### src/rtl/tds_pkg.sv
// Package: shared constants and state types for the delay tap drift scaler.
// Assumes a 16-bit request/response word and a 32-bit control word with
// byte-aligned tap fields.
package tds_pkg;

    localparam int REQ_W         = 16;
    localparam int REQ_START_BIT = 14;
    localparam int RSP_DONE_BIT  = 15;

    localparam int WORD_W        = 32;
    localparam int FIELD_STRIDE  = 8;
    localparam int CMD_LSB       = 0 * FIELD_STRIDE;
    localparam int FB_LSB        = 1 * FIELD_STRIDE;
    localparam int CKO_A_LSB     = 2 * FIELD_STRIDE;
    localparam int CKO_B_LSB     = 3 * FIELD_STRIDE;

    typedef enum logic [1:0] {
        SMP_IDLE,
        SMP_REQ,
        SMP_WAIT
    } smp_state_e;

    typedef enum logic {
        DIV_IDLE,
        DIV_RUN
    } div_state_e;

endpackage

### src/rtl/tds_sampler.sv
// Sample collector: issues NUM_SAMPLES one-cycle start requests in sequence,
// waits for each done flag and sums the sample values.
// Assumes the measurement circuit drops done after seeing a new start.
module tds_sampler
    import tds_pkg::*;
#(
    parameter int SAMPLE_W    = 8,
    parameter int NUM_SAMPLES = 16,
    parameter int SUM_W       = SAMPLE_W + $clog2(NUM_SAMPLES)
) (
    input  logic                clk,
    input  logic                rst_n,
    input  logic                go_i,
    output logic                start_o,
    input  logic                done_i,
    input  logic [SAMPLE_W-1:0] val_i,
    output logic [SUM_W-1:0]    sum_o,
    output logic                fin_o
);

    localparam int CNT_W = (NUM_SAMPLES > 1) ? $clog2(NUM_SAMPLES) : 1;
    localparam logic [CNT_W-1:0] LAST_IDX = CNT_W'(NUM_SAMPLES - 1);

    smp_state_e         state_q;
    logic [CNT_W-1:0]   cnt_q;
    logic [SUM_W-1:0]   sum_q;
    logic               fin_q;

    // Sequence the request/wait handshake and accumulate accepted samples.
    always_ff @(posedge clk) begin
        if (!rst_n) begin
            state_q <= SMP_IDLE;
            cnt_q   <= '0;
            sum_q   <= '0;
            fin_q   <= 1'b0;
        end else begin
            fin_q <= 1'b0;
            case (state_q)
                SMP_IDLE: begin
                    if (go_i) begin
                        sum_q   <= '0;
                        cnt_q   <= '0;
                        state_q <= SMP_REQ;
                    end
                end
                SMP_REQ: begin
                    state_q <= SMP_WAIT;
                end
                SMP_WAIT: begin
                    if (done_i) begin
                        sum_q <= sum_q + SUM_W'(val_i);
                        if (cnt_q == LAST_IDX) begin
                            state_q <= SMP_IDLE;
                            fin_q   <= 1'b1;
                        end else begin
                            cnt_q   <= cnt_q + 1'b1;
                            state_q <= SMP_REQ;
                        end
                    end
                end
                default: state_q <= SMP_IDLE;
            endcase
        end
    end

    // Start request is high for exactly the one cycle spent in SMP_REQ.
    assign start_o = (state_q == SMP_REQ);
    assign sum_o   = sum_q;
    assign fin_o   = fin_q;

endmodule

### src/rtl/tds_divider.sv
// Tap rescaler: computes floor(tap * sum / den) with a restoring divider,
// one quotient bit per cycle, then saturates to the tap range.
// A zero denominator bypasses the scaling and returns the tap unchanged.
// Latency is a fixed TAP_W+SUM_W cycles from load to the fin pulse.
module tds_divider
    import tds_pkg::*;
#(
    parameter int TAP_W = 5,
    parameter int SUM_W = 12
) (
    input  logic             clk,
    input  logic             rst_n,
    input  logic             load_i,
    input  logic [TAP_W-1:0] tap_i,
    input  logic [SUM_W-1:0] sum_i,
    input  logic [SUM_W-1:0] den_i,
    output logic [TAP_W-1:0] tap_o,
    output logic             fin_o
);

    localparam int NUM_W  = TAP_W + SUM_W;
    localparam int ITER_W = $clog2(NUM_W + 1);
    localparam logic [TAP_W-1:0] TAP_MAX = '1;

    div_state_e         state_q;
    logic [NUM_W-1:0]   num_q;
    logic [SUM_W:0]     rem_q;
    logic [SUM_W-1:0]   den_q;
    logic [TAP_W-1:0]   tap_q;
    logic [ITER_W-1:0]  iter_q;
    logic [TAP_W-1:0]   res_q;
    logic               fin_q;

    logic [SUM_W+1:0]   rem_shift;
    logic               fits;
    logic [SUM_W:0]     rem_next;
    logic [NUM_W-1:0]   num_next;

    // One restoring step: bring in the next dividend bit, trial-subtract.
    always_comb begin
        rem_shift = {rem_q, num_q[NUM_W-1]};
        fits      = (rem_shift >= (SUM_W+2)'(den_q));
        rem_next  = fits ? (SUM_W+1)'(rem_shift - (SUM_W+2)'(den_q))
                         : (SUM_W+1)'(rem_shift);
        num_next  = {num_q[NUM_W-2:0], fits};
    end

    // Load the product, iterate NUM_W steps, then saturate or bypass.
    always_ff @(posedge clk) begin
        if (!rst_n) begin
            state_q <= DIV_IDLE;
            num_q   <= '0;
            rem_q   <= '0;
            den_q   <= '0;
            tap_q   <= '0;
            iter_q  <= '0;
            res_q   <= '0;
            fin_q   <= 1'b0;
        end else begin
            fin_q <= 1'b0;
            case (state_q)
                DIV_IDLE: begin
                    if (load_i) begin
                        num_q   <= NUM_W'(tap_i) * NUM_W'(sum_i);
                        rem_q   <= '0;
                        den_q   <= den_i;
                        tap_q   <= tap_i;
                        iter_q  <= ITER_W'(NUM_W);
                        state_q <= DIV_RUN;
                    end
                end
                DIV_RUN: begin
                    num_q  <= num_next;
                    rem_q  <= rem_next;
                    iter_q <= iter_q - 1'b1;
                    if (iter_q == ITER_W'(1)) begin
                        state_q <= DIV_IDLE;
                        fin_q   <= 1'b1;
                        if (den_q == '0) begin
                            res_q <= tap_q;
                        end else if (num_next > NUM_W'(TAP_MAX)) begin
                            res_q <= TAP_MAX;
                        end else begin
                            res_q <= num_next[TAP_W-1:0];
                        end
                    end
                end
                default: state_q <= DIV_IDLE;
            endcase
        end
    end

    assign tap_o = res_q;
    assign fin_o = fin_q;

endmodule

### src/rtl/tap_drift_scaler.sv
// Top: accepts a trigger when idle, snapshots the trained taps and reference,
// gathers a measurement sum, rescales both taps in parallel dividers and
// packs them into a registered control word that updates once per run.
// Assumes SAMPLE_W <= 14 and TAP_W <= 8 so fields do not overlap.
module tap_drift_scaler
    import tds_pkg::*;
#(
    parameter int SAMPLE_W    = 8,
    parameter int NUM_SAMPLES = 16,
    parameter int TAP_W       = 5,
    parameter int CKO_TAP     = 0,
    localparam int SUM_W      = SAMPLE_W + $clog2(NUM_SAMPLES)
) (
    input  logic              clk,
    input  logic              rst_n,
    input  logic              trigger_i,
    input  logic              capture_i,
    input  logic [SUM_W-1:0]  ref_val_i,
    input  logic [TAP_W-1:0]  cmd_tap_i,
    input  logic [TAP_W-1:0]  fb_tap_i,
    output logic [REQ_W-1:0]  meas_req_o,
    input  logic [REQ_W-1:0]  meas_rsp_i,
    output logic              busy_o,
    output logic [WORD_W-1:0] ctl_word_o
);

    localparam int NUM_CH = 2;
    localparam int CH_CMD = 0;
    localparam int CH_FB  = 1;
    localparam logic [TAP_W-1:0] CKO_VAL = TAP_W'(CKO_TAP);

    logic               busy_q;
    logic [WORD_W-1:0]  word_q;
    logic [SUM_W-1:0]   ref_q;
    logic [SUM_W-1:0]   snap_ref_q;
    logic [TAP_W-1:0]   tap_in   [NUM_CH];
    logic [TAP_W-1:0]   snap_tap_q [NUM_CH];
    logic [TAP_W-1:0]   new_tap  [NUM_CH];
    logic [NUM_CH-1:0]  div_fin;
    logic               accept;
    logic               smp_start;
    logic [SUM_W-1:0]   smp_sum;
    logic               smp_fin;
    logic               all_fin;
    logic [WORD_W-1:0]  word_next;
    logic               unused_rsp_bits;

    assign accept  = trigger_i && !busy_q;
    assign all_fin = &div_fin;
    assign tap_in[CH_CMD] = cmd_tap_i;
    assign tap_in[CH_FB]  = fb_tap_i;
    assign unused_rsp_bits = ^meas_rsp_i[RSP_DONE_BIT-1:SAMPLE_W];

    // Hold the training-time reference sum until the next capture.
    always_ff @(posedge clk) begin
        if (!rst_n) begin
            ref_q <= '0;
        end else if (capture_i) begin
            ref_q <= ref_val_i;
        end
    end

    // Freeze reference and trained taps at the accepted trigger.
    always_ff @(posedge clk) begin
        if (!rst_n) begin
            snap_ref_q <= '0;
            for (int c = 0; c < NUM_CH; c++) snap_tap_q[c] <= '0;
        end else if (accept) begin
            snap_ref_q <= ref_q;
            for (int c = 0; c < NUM_CH; c++) snap_tap_q[c] <= tap_in[c];
        end
    end

    tds_sampler #(
        .SAMPLE_W    (SAMPLE_W),
        .NUM_SAMPLES (NUM_SAMPLES),
        .SUM_W       (SUM_W)
    ) i_sampler (
        .clk     (clk),
        .rst_n   (rst_n),
        .go_i    (accept),
        .start_o (smp_start),
        .done_i  (meas_rsp_i[RSP_DONE_BIT]),
        .val_i   (meas_rsp_i[SAMPLE_W-1:0]),
        .sum_o   (smp_sum),
        .fin_o   (smp_fin)
    );

    for (genvar ch = 0; ch < NUM_CH; ch++) begin : g_chan
        tds_divider #(
            .TAP_W (TAP_W),
            .SUM_W (SUM_W)
        ) i_div (
            .clk    (clk),
            .rst_n  (rst_n),
            .load_i (smp_fin),
            .tap_i  (snap_tap_q[ch]),
            .sum_i  (smp_sum),
            .den_i  (snap_ref_q),
            .tap_o  (new_tap[ch]),
            .fin_o  (div_fin[ch])
        );
    end

    // Assemble the next control word from the scaled taps and fixed fields.
    always_comb begin
        word_next = '0;
        word_next[CMD_LSB   +: TAP_W] = new_tap[CH_CMD];
        word_next[FB_LSB    +: TAP_W] = new_tap[CH_FB];
        word_next[CKO_A_LSB +: TAP_W] = CKO_VAL;
        word_next[CKO_B_LSB +: TAP_W] = CKO_VAL;
    end

    // Busy spans accept to completion; the word loads only at completion.
    always_ff @(posedge clk) begin
        if (!rst_n) begin
            busy_q <= 1'b0;
            word_q <= '0;
        end else begin
            if (accept) begin
                busy_q <= 1'b1;
            end else if (all_fin) begin
                busy_q <= 1'b0;
                word_q <= word_next;
            end
        end
    end

    // Request word carries only the start pulse.
    always_comb begin
        meas_req_o = '0;
        meas_req_o[REQ_START_BIT] = smp_start;
    end

    assign busy_o     = busy_q;
    assign ctl_word_o = word_q;

endmodule

### config.mk
export PLATFORM = sky130hd
export DESIGN_NAME = tap_drift_scaler
export DESIGN_NICKNAME = d
export VERILOG_FILES = /design/src/rtl/tds_pkg.sv /design/src/rtl/tds_sampler.sv /design/src/rtl/tds_divider.sv /design/src/rtl/tap_drift_scaler.sv
export SDC_FILE = /design/constraint.sdc
export NUM_CORES = 1
export LEC_CHECK = 0
export ABC_AREA = 1
export BUFFER_PORTS_ARGS = -buffer_cell sky130_fd_sc_hd__buf_2
export CELL_PAD_IN_SITES_DETAIL_PLACEMENT = 1
export CELL_PAD_IN_SITES_GLOBAL_PLACEMENT = 1
export CORE_ASPECT_RATIO = 0.9
export CORE_MARGIN = 3
export CORE_UTILIZATION = 30
export CTS_CLUSTER_SIZE = 10
export DETAILED_ROUTE_END_ITERATION = 8
export PLACE_DENSITY_LB_ADDON = 0.1
export SLEW_MARGIN = 20
export SYNTH_ARGS = -nofsm -noshare
export SYNTH_HDL_FRONTEND = slang
export SYNTH_SLANG_ARGS = --single-unit
### constraint.sdc
create_clock -name clk -period 4.7 [get_ports clk]
set_clock_uncertainty 0.05 [all_clocks]
set_input_delay 0.235 -clock clk [delete_from_list [all_inputs] [get_ports clk]]
set_output_delay 0.235 -clock clk [all_outputs]
set_load 0.05 [all_outputs]
==> results of run 1 <==
final cells by class:
type / instances / share of cell area
Clock inverter: 10 / 0.00642
Inverter: 369 / 0.0935
Timing Repair Buffer: 73 / 0.0309
Tap cell: 600 / 0.0507
Clock buffer: 21 / 0.0318
Sequential cell: 182 / 0.253
Multi-Input combinational cell: 1307 / 0.534
report_power, final:
part | total (mW) | leakage (nW) | switching, mW | internal, mW
clock network | 1.45 | 0.275 | 0.672 | 0.777
logic | 0.224 | 5.83 | 0.174 | 0.0505
registers | 1.62 | 1.50 | 0.0405 | 1.58
total | 3.29 | 7.60 | 0.886 | 2.40
registers in the layout, indices dropped and copies added (netlist names), 4 cells and up:
name / flops
ctl_word_o: 10
ref_q: 12
g_chan.i_div.num_q: 34
g_chan.i_div.rem_q: 26
snap_tap_q: 10
i_sampler.sum_o: 12
snap_ref_q: 12
g_chan.i_div.den_q: 24
g_chan.i_div.tap_o: 10
g_chan.i_div.iter_q: 10
g_chan.i_div.tap_q: 10
i_sampler.cnt_q: 4
layout by cell type (no fill, tap or decap), drive strengths merged, types with 2 or more instances in the layout:
cell | Yosys | routed
nor4 | 11 | 11
xnor2 | 8 | 8
clkinvlp | 0 | 2
nor3 | 10 | 10
xor2 | 13 | 13
clkbuf | 51 | 21
buf | 65 | 63
nand2 | 456 | 456
a211oi | 3 | 3
o21a | 3 | 3
inv | 369 | 372
o22ai | 11 | 11
clkinv | 0 | 4
a21boi | 3 | 3
dlygate4sd3 | 0 | 10
o21bai | 5 | 5
dfxtp | 172 | 172
a31oi | 10 | 10
fa | 63 | 63
and2 | 2 | 2
nand4 | 42 | 42
a21oi | 149 | 149
or2 | 4 | 4
a22oi | 23 | 23
nand3 | 123 | 123
ha | 87 | 87
nor2 | 130 | 130
edfxtp | 10 | 10
conb | 1 | 37
nand3b | 7 | 7
o21ai | 104 | 104
per-layer routing:
metal	track usage	routed length, um	up-vias	part of all wire
li1	-	-	6085	-
met1	0.241	20300	5732	0.51
met2	0.284	18700	74	0.47
met3	0.0229	648	27	0.016
met4	0.0359	405	0	0.010
met5	0	0	-	0
worst reg2reg max path, stage by stage (launching register included):
cell	delay [ps]
edfxtp_1	690
nand2_1	160
fa_1	530
fa_1	540
fa_1	580
inv_1	50
ha_1	360
nand2_1	100
nand3_1	140
nand2_1	90
nand2_1	120
nand2_1	90
nand2_1	60
or2_2	270
nand2_1	70
a21oi_1	50
how the worst min path moves through the flow:
stage                                             endpoint  slack, ps  cells after the start
floorplan                            ref_q[0]$_SDFFE_PN0P_        320                      2
global placement    g_chan[0].i_div.iter_q[1]$_SDFFE_PN0P_        400                      2
detailed placement  g_chan[1].i_div.iter_q[2]$_SDFFE_PN0P_        410                      1
CTS                         snap_tap_q[0][1]$_SDFFCE_PN0P_          1                      3
global route                         ref_q[7]$_SDFFE_PN0P_         10                      3
finish                      snap_tap_q[0][6]$_SDFFCE_PN0P_         30                      3
through the flow:
step | utilization | power, mW | area [um2] | std cells | hold slack (ps)
floorplan | - | 1.82 | 13700 | 1974 | 320
global placement | 0.319 | 1.87 | 14200 | 2521 | 401
detailed placement | 0.319 | 1.88 | 14200 | 2521 | 412
CTS | 0.334 | 3.35 | 14800 | 2562 | 1.38
global route | 0.334 | 3.43 | 14800 | 2562 | 10.5
finish | 0.334 | 3.29 | 14800 | 2562 | 29.4
cells by family (layout without fill, tap and decap cells):
logic type,after synthesis,after routing
compound gates,313,313
other cells,1,37
simple gates,786,786
xor+xnor,21,21
flops,182,182
buf+inv,485,473
fa+ha+maj,150,150
==> summary.txt, run 1 <==
Cell family with most CP delay: adder cells
Clock tree buffer depth: 2
Maximum number of pins on one net before global-route repair: 52
Worst Setup EP: g_chan[0].i_div.num_q[11]$_SDFFE_PN0P_
Max incr delay on CP: 690 ps
Final setup violation count: 0
WP data arrival: 4330 ps
Row cnt: 73
Routed Wire Length: 40000 um
Outcome: completed
Tcrit/Tclk final: 0.868
Worst slack at placement: 619 ps
Clock root buffer master: clkbuf_16
Simple-gate share of the synthesized area: 0.257
# hold bufs at CTS: 10
Final Hold Vio Count: 0
Setup tns final: 0 ps
FF/Latch Area: 3740 um2
Largest cells by area after synthesis: dfxtp_1, nand2_1, inv_1
CP Launch Point: snap_tap_q[0][4]$_SDFFCE_PN0P_
Syn Area/Cell: 6.99 um2
Vias per cell: 4.65
Number of flops mapped to enable cells by yosys: 10
Max_slew headroom: 0.363
RSZ-0062 raised after global routing: no
Yosys warning count: 0
Final Max Tran Viols: 0
Setup CP Type: flip-flop to flip-flop
Wire length per cell: 15.6 um
Maximum VDD drop: 0.239 mV
Worst reg2reg endpoint: g_chan[0].i_div.num_q[11]$_SDFFE_PN0P_
CTS tree: built
Gates resized, CTS repair: 0
DRT iter0 DRCs: 453
DP Wirelength: 30400 um
Period minus WS final: 4080 ps
Layout cell share with drive strength beyond 1: 0.0826
Max cap viols: 0
Synth Area in XOR/XNOR: 0.0136
CP max-delay cell: edfxtp_1
Sequential fraction of the synthesis area: 0.276
Multiplexer share of the synthesized area: 0
PwrDens: 222 nW/um2
Number of diodes: 0
Main combinational cell family by area after synthesis: simple AND/OR/NAND/NOR gates
Fmax: 245 MHz
Grt total ovfl: 0
R2R setup slack: 620 ps
Post-synthesis compound-gate area fraction: 0.130
Die area: 47700 um2
Synth top area share: 0.254
Leakage: 7.60 nW
Worst hold path type: input pin to flip-flop
Router iterations before antenna repair: 5
# DRC: 0
CP Buf/Inv Count: 1
Die width: 230 um
Clk sink count: 182
CP Cell Sequence: nand2_1 > fa_1 > fa_1 > fa_1 > inv_1 > ha_1 > nand2_1 > nand3_1 > nand2_1 > nand2_1 > nand2_1 > nand2_1 > or2_2 > nand2_1 > a21oi_1
Worst-Skew Late Latency: 450 ps
Multi-input gate area: 7910 um2
First-pass GRT wire length: 66700 um
Min-delay src: fb_tap_i[1]
Synth area leader: dfxtp_1
CP required: 4950 ps
# port buffers: 46
Synth Instances: 1938
Starting Density: 0.305
Synth top cells by count: nand2_1, inv_1, dfxtp_1
Antenna violations before repair: 0
Synth unique cells: 48
Detail Route Antenna Nets: 0
CORE AREA: 44400 um2
Critical Path Start Type: flip-flop
Nets: 2142
Reg-to-Reg Start: snap_tap_q[0][4]$_SDFFCE_PN0P_
Synth async-reset ratio: 0
Post-CTS setup buffer count: 0
R2r worst-path depth: 15
Clk pin slew, worst setup/hold paths: 70 ps
Leading register cell type out of synthesis: dfxtp_1
Cell mode on critical path: nand2_1
FILL cells: 5648
Chip height: 208 um
Top-count cell post-synth: nand2_1
Fin worst setup slack: 620 ps
Yosys reg bits: 182
Mapped cell area: 13500 um2
Critical path depth in cells: 15
Vias after detailed routing: 11918
Adder and majority gate portion of the synthesized area: 0.173
Cts bufs inserted: 17
Layout area overhead: 9.40%
Placer Congestion: 0.784
Setup crit end kind: flip-flop
Slew @ Worst Pin: 954 ps
H-tree level count: 4
Vias in the first global route: 12422
Top-Level Pins: 91
Worst Path Max Fanout: 13
Total GRT Usage: 0.172
(Power assumes the default switching activity.)
==> run 2: changes to the inputs <==
Settings changed: CELL_PAD_IN_SITES_DETAIL_PLACEMENT 1 to default, CELL_PAD_IN_SITES_GLOBAL_PLACEMENT 1 to default, PLACE_DENSITY_LB_ADDON 0.1 to default.
==> summary.txt, run 2 (synthesized netlist as in run 1, its figures left out) <==
Outcome: completed (unchanged)
Top reg by flops: g_chan.i_div.num_q (unchanged)
Post-route cell area: 14800 um2 (about the same)
Worst-Skew Late Latency: 440 ps (was 450 ps)
Vias after detailed routing: 11891 (was 11918)
Layout cell share with drive strength beyond 1: 0.0841 (was 0.0826)
Area of placed instances: 14100 um2 (was 14200 um2)
Max cap viols: 0 (unchanged)
Most common cell after layout, fill and taps aside: nand2_1 (unchanged)
Met1 GRT Util: 0.184 (was 0.241)
Maximum VDD drop: 0.237 mV (was 0.239 mV)
Grt total ovfl: 0 (unchanged)
Post-CTS setup buffer count: 0 (unchanged)
WP data arrival: 4350 ps (was 4330 ps)
PwrDens: 221 nW/um2 (was 222 nW/um2)
Wire length per cell: 12.9 um (was 15.6 um)
Max_slew headroom: 0.452 (was 0.363)
Clock share of power: 0.442 (was 0.440)
Layout area overhead: 9.52% (was 9.40%)
Setup tns final: 0 ps (unchanged)
Detail Route Antenna Nets: 0 (unchanged)
Clk pin slew, worst setup/hold paths: 80 ps (was 70 ps)
Clock root buffer master: clkbuf_16 (unchanged)
Period minus WS final: 4050 ps (was 4080 ps)
DRT iter0 DRCs: 711 (was 453)
End of the worst hold path: busy_o$_SDFFE_PN0P_ (was snap_tap_q[0][6]$_SDFFCE_PN0P_)
Top flop regs: g_chan.i_div.num_q (34), g_chan.i_div.rem_q (26), g_chan.i_div.den_q (24) (unchanged)
Non-filler instance count after layout: 2562 (unchanged)
Critical Path Start Type: flip-flop (unchanged)
First-pass GRT wire length: 56300 um (was 66700 um)
Hold Path Cell Cnt: 3 (unchanged)
Met3 Resource Use GR: 0.0204 (was 0.0229)
H-tree level count: 4 (unchanged)
# DRC: 0 (unchanged)
Die area: 47700 um2 (unchanged)
Slew @ Worst Pin: 820 ps (was 954 ps)
Die width: 230 um (unchanged)
Clock tree buffer depth: 2 (unchanged)
CP Buf/Inv Count: 4 (was 1)
Row cnt: 73 (unchanged)
CP max-delay cell: edfxtp_1 (unchanged)
Worst hold path type: input pin to flip-flop (unchanged)
Sw Ratio: 0.282 (was 0.269)
Clk sink count: 182 (unchanged)
Final Hold Vio Count: 0 (unchanged)
CP Cell Sequence: nand2_1 > inv_1 > fa_1 > fa_1 > inv_1 > fa_1 > inv_1 > ha_1 > a21oi_1 > o21ai_0 > inv_1 > nand2_1 > nand2_1 > nand2_1 > nand2_1 > nand3_1 > a21oi_1 (was nand2_1 > fa_1 > fa_1 > fa_1 > inv_1 > ha_1 > nand2_1 > nand3_1 > nand2_1 > nand2_1 > nand2_1 > nand2_1 > or2_2 > nand2_1 > a21oi_1)
Max incr delay on CP: 700 ps (was 690 ps)
Most used routing layer: met2 (unchanged)
Tcrit/Tclk final: 0.861 (was 0.868)
R2r worst-path depth: 17 (was 15)
Setup CP Type: flip-flop to flip-flop (unchanged)
Top-Level Pins: 91 (unchanged)
Routed Wire Length: 33200 um (was 40000 um)
Starting Density: 0.305 (unchanged)
Setup crit end kind: flip-flop (unchanged)
Cell family with most CP delay: adder cells (unchanged)
Min-delay src: trigger_i (was fb_tap_i[1])
Leakage: 7.61 nW (was 7.60 nW)
Core Util, Final: 0.334 (about the same)
Vias per cell: 4.64 (was 4.65)
# port buffers: 46 (unchanged)
Reg power frac: 0.492 (about the same)
CP required: 5000 ps (was 4950 ps)
Vias in the first global route: 11565 (was 12422)
Worst slack at placement: 690 ps (was 619 ps)
Nets: 2141 (was 2142)
R2R setup slack: 650 ps (was 620 ps)
RSZ-0062 raised after global routing: no (unchanged)
Max FFs per register: 34 (unchanged)
Worst reg2reg endpoint: g_chan[0].i_div.num_q[12]$_SDFFE_PN0P_ (was g_chan[0].i_div.num_q[11]$_SDFFE_PN0P_)
Reg-to-Reg Start: snap_tap_q[0][3]$_SDFFCE_PN0P_ (was snap_tap_q[0][4]$_SDFFCE_PN0P_)
Total GRT Usage: 0.140 (was 0.172)
Combinational power share: 0.066 (was 0.068)
Placed Cells: 2521 (unchanged)
Most frequent cells in the layout: nand2_1, inv_1, dfxtp_1 (unchanged)
Total power: 3.28 mW (was 3.29 mW)
Antenna violations before repair: 0 (unchanged)
Chip height: 208 um (unchanged)
Fmax: 247 MHz (was 245 MHz)
GR Util met2: 0.241 (was 0.284)
Worst Hold Slack: 18.5 ps (was 29.4 ps)
Maximum number of pins on one net before global-route repair: 59 (was 52)
DP Wirelength: 24600 um (was 30400 um)
Number of diodes: 0 (unchanged)
CTS tree: built (unchanged)
Cts bufs inserted: 17 (unchanged)
Placer Congestion: 0.885 (was 0.784)
Fin worst setup slack: 651 ps (was 620 ps)
Worst Path Max Fanout: 13 (unchanged)
CORE AREA: 44400 um2 (unchanged)
Router iterations before antenna repair: 5 (unchanged)
Internal power: 2.36 mW (was 2.40 mW)
Switching power: 926 uW (was 886 uW)
Final setup violation count: 0 (unchanged)
Cell mode on critical path: nand2_1 (unchanged)
Final Max Tran Viols: 0 (unchanged)
run 2: power by group through the flow:
stage	clock network, mW	logic, mW	registers (mW)
after floorplan	0	0.200	1.62
after global routing	1.55	0.239	1.62
after detailed placement	0	0.210	1.65
after CTS	1.49	0.217	1.61
after global placement	0	0.209	1.65
final	1.45	0.216	1.62
run 2: area by class of cell:
class,count,area (um2)
fillers,4767,29600
clock buffers,18,439
inverters,369,1390
flip-flops and latches,182,3740
well taps,600,751
clock inverters,14,159
multi-input cells,1307,7910
repair buffers,72,448
run 2: what timing repair did:
action	CTS	global route
resized for setup	0	0
hold buffers	9	0
endpoints found under the setup margin	0	0
hold endpoints to repair	9	0
run 2: worst max path at each step:
| stage | depth (start not counted) | from | to |
|---|---|---|---|
| finish | 17 | snap_tap_q[0][3]$_SDFFCE_PN0P_ | g_chan[0].i_div.num_q[12]$_SDFFE_PN0P_ |
| global route | 15 | snap_tap_q[0][3]$_SDFFCE_PN0P_ | g_chan[0].i_div.num_q[10]$_SDFFE_PN0P_ |
| CTS | 17 | snap_tap_q[0][8]$_SDFFCE_PN0P_ | g_chan[1].i_div.num_q[12]$_SDFFE_PN0P_ |
| detailed placement | 17 | snap_tap_q[0][8]$_SDFFCE_PN0P_ | g_chan[1].i_div.num_q[12]$_SDFFE_PN0P_ |
| global placement | 17 | snap_tap_q[0][9]$_SDFFCE_PN0P_ | g_chan[1].i_div.num_q[12]$_SDFFE_PN0P_ |
| floorplan | 18 | snap_tap_q[0][9]$_SDFFCE_PN0P_ | g_chan[1].i_div.num_q[12]$_SDFFE_PN0P_ |
run 2: metal layers:
| layer | vias to the layer above | wire length [um] | part of all wire |
|---|---|---|---|
| met5 | - | 0 | 0 |
| met4 | 0 | 586 | 0.018 |
| met3 | 35 | 1080 | 0.033 |
| met2 | 214 | 15800 | 0.48 |
| met1 | 5562 | 15700 | 0.47 |
| li1 | 6080 | - | - |
run 2: worst reg2reg max path, stage by stage, from the launching register on:
cell and delay, ps:
edfxtp_1 700, nand2_1 150, inv_1 110, fa_1 450
fa_1 550, inv_1 60, fa_1 530, inv_1 40
ha_1 340, a21oi_1 240, o21ai_0 160, inv_1 90
nand2_1 80, nand2_1 80, nand2_1 50, nand2_1 60
nand3_1 80, a21oi_1 150
